$ cat src/rtl/wdrs_pkg.sv
package wdrs_pkg;
  // Status word layout: software decodes these positions.
  localparam int unsigned SEC_POS  = 1;
  localparam int unsigned BOOT_POS = 2;

  typedef struct packed {
    logic boot;
    logic sec;
  } wdrs_flags_t;
endpackage

$ cat src/rtl/wdrs_qualify.sv
// Decides whether an expiry pulse counts as a second timeout.
module wdrs_qualify (
  input  logic clk,
  input  logic rst,
  input  logic first_to_i,
  input  logic reload_i,
  input  logic expire_i,
  output logic qual_o
);
  logic reload_seen_q;

  // Remembers a reload made while the first-timeout flag is up.
  always_ff @(posedge clk) begin
    if (rst) begin
      reload_seen_q <= 1'b0;
    end else if (!first_to_i) begin
      reload_seen_q <= 1'b0;
    end else if (reload_i) begin
      reload_seen_q <= 1'b1;
    end
  end

  assign qual_o = expire_i & first_to_i & ~reload_i & ~reload_seen_q;
endmodule

$ cat src/rtl/wdrs_flags.sv
// Sticky second-timeout and boot-failure flags, write-one-to-clear, set wins.
module wdrs_flags
  import wdrs_pkg::*;
(
  input  logic        clk,
  input  logic        rst,
  input  logic        qual_i,
  input  logic        fetched_i,
  input  logic        clr_sec_i,
  input  logic        clr_boot_i,
  output wdrs_flags_t flags_o,
  output wdrs_flags_t flags_d_o
);
  wdrs_flags_t q, d;
  logic        boot_set;

  always_comb begin
    boot_set = qual_i & ~q.sec & ~fetched_i;
    d.sec    = qual_i   | (q.sec  & ~clr_sec_i);
    d.boot   = boot_set | (q.boot & ~clr_boot_i);
  end

  always_ff @(posedge clk) begin
    if (rst) begin
      q <= '0;
    end else begin
      q <= d;
    end
  end

  assign flags_o   = q;
  assign flags_d_o = d;
endmodule

$ cat src/rtl/wdrs_pulse.sv
// Fixed-length, non-retriggerable platform reset pulse.
module wdrs_pulse #(
  parameter int unsigned PULSE_LEN = 16
) (
  input  logic clk,
  input  logic rst,
  input  logic start_i,
  output logic launch_o,
  output logic active_o
);
  localparam int unsigned CNT_W = (PULSE_LEN > 1) ? $clog2(PULSE_LEN) : 1;

  logic [CNT_W-1:0] cnt_q;
  logic             active_q;

  assign launch_o = start_i & ~active_q;

  always_ff @(posedge clk) begin
    if (rst) begin
      active_q <= 1'b0;
      cnt_q    <= '0;
    end else if (launch_o) begin
      active_q <= 1'b1;
      cnt_q    <= CNT_W'(PULSE_LEN - 1);
    end else if (active_q) begin
      if (cnt_q == '0) begin
        active_q <= 1'b0;
      end else begin
        cnt_q <= cnt_q - 1'b1;
      end
    end
  end

  assign active_o = active_q;
endmodule

$ cat src/rtl/wdrs_mult.sv
// Multiplier select: safe code after a reboot with boot failure, else pass-through.
module wdrs_mult #(
  parameter int unsigned        MULT_W    = 4,
  parameter logic [MULT_W-1:0]  SAFE_MULT = '1
) (
  input  logic              clk,
  input  logic              rst,
  input  logic              launch_i,
  input  logic              boot_d_i,
  input  logic [MULT_W-1:0] prog_i,
  output logic [MULT_W-1:0] mult_o
);
  logic safe_q, safe_d;

  assign safe_d = boot_d_i & (launch_i | safe_q);

  always_ff @(posedge clk) begin
    if (rst) begin
      safe_q <= 1'b0;
      mult_o <= '0;
    end else begin
      safe_q <= safe_d;
      mult_o <= safe_d ? SAFE_MULT : prog_i;
    end
  end
endmodule

$ cat src/rtl/wdog_reboot_status.sv
module wdog_reboot_status
  import wdrs_pkg::*;
#(
  parameter int unsigned       REG_W     = 16,
  parameter int unsigned       MULT_W    = 4,
  parameter logic [MULT_W-1:0] SAFE_MULT = '1,
  parameter int unsigned       PULSE_LEN = 16
) (
  input  logic              clk,
  input  logic              rst,
  input  logic              first_to_i,
  input  logic              reload_i,
  input  logic              expire_i,
  input  logic              no_reboot_i,
  input  logic              cpu_fetched_i,
  input  logic              wr_en_i,
  input  logic [REG_W-1:0]  wr_data_i,
  input  logic [MULT_W-1:0] prog_mult_i,
  output logic [REG_W-1:0]  status_o,
  output logic              plat_rst_o,
  output logic [MULT_W-1:0] mult_sel_o
);
  localparam logic [REG_W-1:0] FLAG_MASK =
    (REG_W'(1) << SEC_POS) | (REG_W'(1) << BOOT_POS);

  logic        qual, launch;
  wdrs_flags_t flags, flags_d;
  logic [REG_W-1:0] clr_vec;
  logic [REG_W-1:0] wr_rsvd_unused;

  assign clr_vec        = {REG_W{wr_en_i}} & wr_data_i & FLAG_MASK;
  assign wr_rsvd_unused = wr_data_i & ~FLAG_MASK;

  wdrs_qualify u_qual (
    .clk        (clk),
    .rst        (rst),
    .first_to_i (first_to_i),
    .reload_i   (reload_i),
    .expire_i   (expire_i),
    .qual_o     (qual)
  );

  wdrs_flags u_flags (
    .clk        (clk),
    .rst        (rst),
    .qual_i     (qual),
    .fetched_i  (cpu_fetched_i),
    .clr_sec_i  (clr_vec[SEC_POS]),
    .clr_boot_i (clr_vec[BOOT_POS]),
    .flags_o    (flags),
    .flags_d_o  (flags_d)
  );

  wdrs_pulse #(.PULSE_LEN(PULSE_LEN)) u_pulse (
    .clk      (clk),
    .rst      (rst),
    .start_i  (qual & ~no_reboot_i),
    .launch_o (launch),
    .active_o (plat_rst_o)
  );

  wdrs_mult #(.MULT_W(MULT_W), .SAFE_MULT(SAFE_MULT)) u_mult (
    .clk      (clk),
    .rst      (rst),
    .launch_i (launch),
    .boot_d_i (flags_d.boot),
    .prog_i   (prog_mult_i),
    .mult_o   (mult_sel_o)
  );

  // Status word: flag bits from the flops, every other bit tied low.
  for (genvar b = 0; b < REG_W; b++) begin : g_status
    if (b == SEC_POS) begin : g_sec
      assign status_o[b] = flags.sec;
    end else if (b == BOOT_POS) begin : g_boot
      assign status_o[b] = flags.boot;
    end else begin : g_rsvd
      assign status_o[b] = 1'b0;
    end
  end
endmodule

$ cat config.mk
export PLATFORM = sky130hd
export DESIGN_NAME = wdog_reboot_status
export DESIGN_NICKNAME = d
export VERILOG_FILES = /design/src/rtl/wdrs_pkg.sv /design/src/rtl/wdrs_qualify.sv /design/src/rtl/wdrs_flags.sv /design/src/rtl/wdrs_pulse.sv /design/src/rtl/wdrs_mult.sv /design/src/rtl/wdog_reboot_status.sv
export SDC_FILE = /design/constraint.sdc
export NUM_CORES = 1
export LEC_CHECK = 0
export ABC_AREA = 1
export BUFFER_PORTS_ARGS = -buffer_cell sky130_fd_sc_hd__buf_4
export CORE_UTILIZATION = 35
export CTS_BUF_LIST = sky130_fd_sc_hd__clkbuf_8
export DETAILED_ROUTE_END_ITERATION = 10
export HOLD_SLACK_MARGIN = 0.12
export PLACE_DENSITY_LB_ADDON = 0.08
export SYNTH_ARGS = -nofsm -noshare
export SYNTH_HDL_FRONTEND = slang
export SYNTH_SLANG_ARGS = --single-unit
export TNS_END_PERCENT = 20
$ cat constraint.sdc
create_clock -name clk -period 1.76 [get_ports clk]
set_input_delay 0.352 -clock clk [delete_from_list [all_inputs] [get_ports clk]]
set_output_delay 0.352 -clock clk [all_outputs]
set_load 0.05 [all_outputs]
# Word-level counts from Yosys, hierarchy flattened
# Index checks and enable logic that the tools add are counted.
# W data, S select, Z words.
# op_classes
muxes,7
add_sub_neg,1
n_reduce_logical,4
n_bitwise,23
n_eq_ne,1
# ops
op,n
$mux W4,4
$and A1 B1 Y1,10
$not A1 Y1,9
$logic_not A4 Y1,1
$sub A4 B1 Y4 const B,1
$and A3 B3 Y3,1
$mux W1,3
$or A1 B1 Y1,3
$ne A2 B2 Y1 const B,1
$reduce_and A2 Y1,1
$reduce_bool A2 Y1,1
$reduce_or A2 Y1,1
# word_totals
output_inout_bits,21
reg_bits,13
elab_cells,43
inputBits,28

# Logic depth before layout (Yosys ltp)
# Gate-level depths: netlist of the first run.
# logic_depth
word_depth,8
mapped_depth,7
depth_no_buf,7

# Hierarchy
# From an unflattened synthesis of the first run, not the netlist that was laid out.
# hier_totals
hier_cells,105
area_unflattened_um2,725.7
# by_module_without_submodules
mod,area_per_inst_um2,seq_area_each_um2,cells_each,n_inst
wdrs_pulse,275.3,100.1,39,1
wdrs_mult,165.2,100.1,21,1
wdog_reboot_status,133.9,0.0,21,1
wdrs_flags,97.6,40.0,14,1
wdrs_qualify,53.8,20.0,10,1

# Worst setup path after synthesis of the first run
# Ideal clock, no wire load.
# synth_timing
path_kind,register -> register
from,"register u_pulse.active_q, in the netlist u_pulse.active_o"
to,register u_mult.mult_o[0]
period_less_slack_ns,1.258
path_stages_with_launch,6
setup_ns,0.121
slack_ns,0.502
arrival_ns,1.137
n_path_buf,0
required_ns,1.639
cell_sequence,dfxtp_1 nor2_4 nand3_4 nand2_2 nand2_4 a21oi_2
# synth_between
elab_chain_len,5
# synth_rtl
item,line,source
"start, declared",wdrs_pulse.sv:14,logic active_q;
"start signal, assigned",wdrs_pulse.sv:20,active_q <= 1'b0;
"start signal, assigned",wdrs_pulse.sv:23,active_q <= 1'b1;
"start signal, assigned",wdrs_pulse.sv:27,active_q <= 1'b0;
$not A1 Y1,wdrs_pulse.sv:16,assign launch_o = start_i & ~active_q;
$and A1 B1 Y1,wdrs_pulse.sv:16,
$or A1 B1 Y1,wdrs_mult.sv:15,assign safe_d = boot_d_i & (launch_i | safe_q);
$and A1 B1 Y1,wdrs_mult.sv:15,
$mux W4,wdrs_mult.sv:23,mult_o <= safe_d ? SAFE_MULT : prog_i;
"end signal, assigned",wdrs_mult.sv:23,
"end, declared",wdrs_mult.sv:11,output logic [MULT_W-1:0] mult_o
# Every way passes these cells.
# A chain may end at the register's enable or synchronous reset.

# Final worst setup path of the first run
# layout_timing
from,"register u_pulse.active_q, in the netlist u_pulse.active_o"
to,output port plat_rst_o
# layout_lines
item,line,source
"end, declared",wdog_reboot_status.sv:20,"output logic plat_rst_o,"
# No word-level cell between the ends.

==> results.yml, run 1 <==
global_route:
  grt_remaining_overflow: 0
  globalRouteTotalUtil_pct: 12.4
  grt_pass1_wl_um: 1840
  antenna_found_initial: 0
  grt_max_degree: 14
  grt_pass1_vias: 434
routing:
  routed_wl_um: 1160
  num_vias: 560
  avgViaCountPerCell: 4.18
  dr.first_iter.drc_count: 11
  first_pass_iters: 4
  drc: 0
  wl_per_cell_um: 8.64
  ant_nets: 0
timing:
  finalSetupViolCount: 0
  max_freq_mhz: 770
  slew_viol_final: 0
  final.setup.tns_ns: 0
  fin_crit_sh_pct: 73.8
  hold_violations: 0
  rsz0062_at_grt: "no"
  fin_crit_ns: 1.30
  finClkSkew_ns: 0.00185
pwr:
  combinationalPowerShare_pct: 24.0
  p_sw_share_pct: 32.1
  internal_power_mw: 0.509
  ir_drop_uv: 378
  p_switching_mw: 0.241
  power_frac_clock_pct: 34.2
  p_leak_nw: 0.437
  p_seq_share_pct: 41.8
  power.density_nw_per_um2: 862
  power_mw: 0.750
clock_tree:
  ctsHoldBuffers: 0
  clock_path_buffers: 2
  cts_tree: "done"
  cts_buffers: 3
  htreeDepth: 1
  cts_sinks: 13
  ctsResizeCount: 0
  postCtsSetupBuffers: 0
  clock-root-buffer: "clkbuf_8"
  clk_pin_slew_worst_paths_ns: 0.05
  clk-insertion-delay-late_ns: 0.24
finish:
  regArea_um2: 260
  finish.net_count: 140
  fillers: 193
  area_delta_synth_final_pct: 23.4
  antenna_cells: 0
  drive_gt1_share_pct: 33.0
  multiInputGateArea_um2: 350
floorplanning:
  num_rows: 15
  core_area_um2: 1800
  die-area_um2: 2200
  initial_core_util_pct: 39.2
  num_io_pins: 49
  die_w_um: 46.9
  dieHeight_um: 46.9
placement:
  hpwl_um: 870
  gp_congestion: 0.815
  portBuffers: 20
setup_path:
  worstPathCellList: "buf_4"
  crit_path_end_kind: "output port"
  critical_path_required_ns: 1.41
  reg2reg_to: "u_pulse.cnt_q[3]$_SDFFE_PP0P_"
  r2r_cells: 7
  r2r_slack_ns: 0.57
  regToRegStartpoint: "u_pulse.cnt_q[0]$_SDFFE_PP0P_"
  critPathMaxStageDelay_ns: 0.46
  cp-start-kind: "register"
  crit_type: "register to output port"
  cp.arrival_ns: 0.95
  slowest_stage: "dfxtp_1"
  crit_fanout: 5
  critPathBufInv: 1
  critPathTopFamily: "flip-flops"
synth:
  syn_avg_cell_area_um2: 8.11
  ys.flop_type: "dfxtp_1"
  async_flop_share_pct: 0
  netlist.area_leader.share_pct: 36.9
  yosysWarnings: 0
  yosys_register_bits: 13
  synth_top_area_cell: "dfxtp_1"
  synth_area_leaders: "dfxtp_1, buf_4, nand2_1, a21oi_2, nand3_1"
  synth_edf_count: 0
  synthesis.instances: 87
  syn_area_um2: 706
  synth_most_common_cell: "nand2_1"
  synth_common_cells: "nand2_1, buf_4, dfxtp_1, inv_1, nand3_1"
  yosysSeqAreaShare_pct: 36.9
  synth.distinct_cells: 19
hold_path:
  min_from: "prog_mult_i[0]"
  worstHoldPathCells: 3
  min_to: "u_mult.mult_o[0]$_SDFF_PP0_"
  hp-class: "input pin to register"
run:
  max_cap_violations: 0
status:
  status: "complete, no violations"
==> cell families after synthesis <==
group | synth area share, %
AO/OA/AOI/OAI | 11.2
flip-flops | 36.9
adder cells (fa/ha/maj) | 3.55
other | 0.531
AND/OR/NAND/NOR | 26.2
buffers and inverters | 20.4
XOR/XNOR | 1.24
==> sequential cells by signal, indices dropped and copies added, names as in the netlist <==
register and flops:
u_qual.reload_seen_q 1, u_mult.safe_q 1, u_mult.mult_o 4, u_flags.flags_o 2
u_pulse.active_o 1, u_pulse.cnt_q 4
==> per-layer routing <==
layer	GRT usage, %	routed length (um)	part of all wire, %	vias to the layer above
met5	0	0	0	-
met4	8.57	24	2.1	0
met3	3.46	94	8.1	2
met2	17.8	494	43	31
met1	15.9	545	47	236
li1	-	-	-	291
==> worst max-delay path by stage <==
stage	startpoint	endpoint	cells after the start
2_1_floorplan	u_pulse.active_o$_SDFF_PP0_	u_mult.mult_o[0]$_SDFF_PP0_	5
3_3_place_gp	u_pulse.cnt_q[0]$_SDFFE_PP0P_	u_pulse.cnt_q[2]$_SDFFE_PP0P_	7
3_5_place_dp	u_pulse.cnt_q[0]$_SDFFE_PP0P_	u_pulse.cnt_q[3]$_SDFFE_PP0P_	7
4_1_cts	u_pulse.active_o$_SDFF_PP0_	plat_rst_o	1
5_1_grt	u_pulse.active_o$_SDFF_PP0_	plat_rst_o	1
6_report	u_pulse.active_o$_SDFF_PP0_	plat_rst_o	1
==> layout make-up <==
class                   count  area share, %
clock buffers               3           4.74
inverters                   9           3.88
repair buffers             20           17.2
well taps                  25           3.59
flip-flops and latches     13           29.9
clock inverters             1          0.431
multi-input cells          63           40.2
==> power groups by stage <==
stage	registers [mW]	logic (mW)	clock network (mW)
floorplan	0.344	0.139	0
global placement	0.320	0.179	0
detailed placement	0.320	0.181	0
CTS	0.314	0.181	0.268
global route	0.315	0.195	0.284
finish	0.314	0.180	0.257
==> metrics by stage <==
stage | utilization (%) | instance area, um^2 | hold slack [ns] | setup slack (ns) | instances
2_1_floorplan | - | 754 | 0.414 | 0.502 | 100
3_3_place_gp | 45.8 | 826 | 0.464 | 0.616 | 130
3_5_place_dp | 45.8 | 826 | 0.474 | 0.594 | 130
4_1_cts | 48.3 | 871 | 0.359 | 0.447 | 134
5_1_grt | 48.3 | 871 | 0.361 | 0.414 | 134
6_report | 48.3 | 871 | 0.361 | 0.461 | 134
==> layout by cell type (no fill, tap or decap) <==
cell type   n
nand2_4     1
xnor2_1     1
nor2_4      2
a21oi_2     6
nand2_2     2
buf_4      20
clkbuf_8    3
a21oi_1     4
conb_1     14
inv_2       1
dfxtp_1    13
nor2_1      4
inv_1       9
nand3_1     7
nor3b_1     1
a31oi_1     1
ha_1        2
nand3_4     1
nand2_1    17
No activity file was read; power rests on OpenSTA's default activity.
==> run 2, diff against run 1 <==
--- a/config.mk
+++ b/config.mk
@@ -5,7 +5,7 @@
 export SDC_FILE = /design/constraint.sdc
 export NUM_CORES = 1
 export LEC_CHECK = 0
-export ABC_AREA = 1
+export ABC_AREA = 0
 export BUFFER_PORTS_ARGS = -buffer_cell sky130_fd_sc_hd__buf_4
 export CORE_UTILIZATION = 35
 export CTS_BUF_LIST = sky130_fd_sc_hd__clkbuf_8
==> constraint.sdc (replaced) <==
create_clock -name clk -period 1.2 [get_ports clk]
set_input_delay 0.24 -clock clk [delete_from_list [all_inputs] [get_ports clk]]
set_output_delay 0.24 -clock clk [all_outputs]
set_load 0.05 [all_outputs]
==> run 2 against run 1 <==
Net effect: the flow now finishes with violations (design-rule violations, negative setup slack); highest routed layer unchanged; critical path type is now register to register; worst setup slack got worse by 0.49 ns; sequential cell count unchanged; power up 46%; die area decreased by 11%; worst hold slack worse by 0.12 ns.
==> results.yml, run 2 <==
hold_path:
  hp-class: "input pin to register"
  worstHoldPathCells: 3
  min_from: "prog_mult_i[0]"
setup_path:
  critPathMaxStageDelay_ns: 0.32
  cp-start-kind: "register"
  r2r_cells: 6
  cp.arrival_ns: 1.40
  crit_fanout: 2
  regToRegStartpoint: "u_pulse.cnt_q[0]$_SDFFE_PP0P_"
  crit_type: "register to register"
  worstPathCellList: "inv_2 -> ha_4 -> nand2b_4 -> o21ai_4 -> mux2_4 -> a21oi_2"
  startpoint: "u_pulse.cnt_q[0]$_SDFFE_PP0P_"
  slowest_stage: "dfxtp_2"
  critical_path_required_ns: 1.37
  crit_path_end_kind: "register"
routing:
  wl_per_cell_um: 9.82
  ant_nets: 0
  routed_wl_um: 1150
  dr.first_iter.drc_count: 5
  avgViaCountPerCell: 4.43
  num_vias: 518
  first_pass_iters: 7
  drc: 1
synth:
  syn_area_um2: 623
  yosysWarnings: 0
  synthesis.instances: 71
  synth_edf_count: 0
  synth_most_common_cell: "buf_4"
  yosys_register_bits: 13
  synth_common_cells: "buf_4, dfxtp_1, a21oi_1, inv_1, nor2_1"
  synth_top_area_cell: "dfxtp_1"
  async_flop_share_pct: 0
  synth.distinct_cells: 20
  netlist.area_leader.share_pct: 41.8
  yosysSeqAreaShare_pct: 41.8
  syn_avg_cell_area_um2: 8.78
  synth_area_leaders: "dfxtp_1, buf_4, a21oi_1, inv_1, ha_1"
  ys.flop_type: "dfxtp_1"
global_route:
  grt_pass1_vias: 462
  grt_max_degree: 14
  grt_pass1_wl_um: 1840
  antenna_found_initial: 0
  globalRouteTotalUtil_pct: 12.9
  grt_remaining_overflow: 0
clock_tree:
  htreeDepth: 1
  cts_buffers: 3
  clock-root-buffer: "clkbuf_8"
  ctsHoldBuffers: 0
  postCtsSetupBuffers: 0
  clock_path_buffers: 2
  cts_sinks: 13
  cts_tree: "done"
  clk_pin_slew_worst_paths_ns: 0.05
  clk-insertion-delay-late_ns: 0.24
placement:
  gp_congestion: 0.699
  hpwl_um: 873
  portBuffers: 20
finish:
  area_delta_synth_final_pct: 45.2
  drive_gt1_share_pct: 49.5
  final_cell_mix: "buf_4, conb_1, a21oi_1, dfxtp_1, inv_1"
  antenna_cells: 0
  finish.net_count: 132
  final_common_cell: "buf_4"
floorplanning:
  die_w_um: 44.2
  num_io_pins: 49
  core_area_um2: 1580
  initial_core_util_pct: 39.5
  dieHeight_um: 44.2
  num_rows: 14
  die-area_um2: 1950
pwr:
  p_leak_nw: 0.424
  power.density_nw_per_um2: 1210
  power_mw: 1.09
  ir_drop_uv: 869
timing:
  finalSetupViolCount: 2
  hold_violations: 0
  final.setup.tns_ns: -0.0496
  timing.hold.ws_ns: 0.237
  fin_crit_ns: 1.23
  max_freq_mhz: 814
  finClkSkew_ns: 0.000579
  setup_ws_ns: -0.0292
  fin_crit_sh_pct: 102
  slew_viol_final: 0
  rsz0062_at_grt: "yes"
run:
  max_cap_violations: 0
status:
  violations: "design-rule violations, negative setup slack"
  status: "finished, violations left"
==> run 2: cell types whose count changed after synthesis, moves of 2 or more <==
| cell | change |
|---|---|
| a21oi_1 | +8 |
| a21oi_2 | -6 |
| nand2_1 | -13 |
| nand2_2 | -2 |
| nand3_1 | -7 |
| nor2_4 | -2 |
==> run 2: cell families after synthesis <==
family / share of synthesized area [%]
mux: 1.81
simple gates: 14.7
other cells: 0.602
xor+xnor: 1.41
compound gates: 14.1
buf+inv: 21.7
flops: 41.8
fa+ha+maj: 4.02
==> run 2: worst paths after layout <==
check                                  end  slack [ns]
max reg2reg  u_pulse.cnt_q[1]$_SDFFE_PP0P_       -0.03
min            u_mult.mult_o[0]$_SDFF_PP0_        0.24
min reg2reg       u_mult.safe_q$_SDFF_PP0_        0.48
max          u_pulse.cnt_q[1]$_SDFFE_PP0P_       -0.03
==> run 2: repair_timing <==
| action | in CTS | in global routing |
|---|---|---|
| gates resized for setup | 3 | 6 |
| pin swaps | 3 | 3 |
| setup endpoints to repair | 3 | 9 |
| cloned | 0 | 0 |
==> run 2: stage by stage <==
stage / utilization, % / setup WS, ns / instance area (um^2) / std cells
6_report: 57.4 / -0.0292 / 905 / 117
5_1_grt: 57.4 / -0.0883 / 905 / 117
4_1_cts: 56.0 / -0.0369 / 883 / 117
3_5_place_dp: 52.4 / -0.0768 / 826 / 113
3_3_place_gp: 52.4 / -0.0747 / 826 / 113
2_1_floorplan: - / -0.0640 / 704 / 84
==> run 2: routing by layer <==
| layer | vias to the layer above | track usage, % | wire length, um | share of wire, % |
|---|---|---|---|---|
| li1 | 262 | - | - | - |
| met1 | 231 | 15.1 | 473 | 41 |
| met2 | 21 | 21.8 | 600 | 52 |
| met3 | 4 | 3.67 | 56 | 4.9 |
| met4 | 0 | 5.45 | 18 | 1.6 |
| met5 | - | 0 | 0 | 0 |
==> run 2: power by group <==
part,internal (mW),switching [mW]
registers,0.449,0.00782
logic,0.0817,0.183
clock network,0.225,0.146
==> run 2: cell type report <==
| cell class | count | area (um^2) |
|---|---|---|
| clock inverter | 1 | 3.75 |
| tap | 16 | 20.0 |
| multi-input combinational | 49 | 335 |
| fill | 150 | 672 |
| inverter | 7 | 26.3 |
| timing repair buffer | 28 | 210 |
| sequential | 13 | 268 |
| clock buffer | 3 | 41.3 |
==> run 2: critical path: cells and delay by family, from the launching register on <==
family	cells	cell delay, ns
compound gates	2	0.25
fa+ha+maj	1	0.14
buf+inv	1	0.07
flops	1	0.32
mux	1	0.32
simple gates	1	0.06
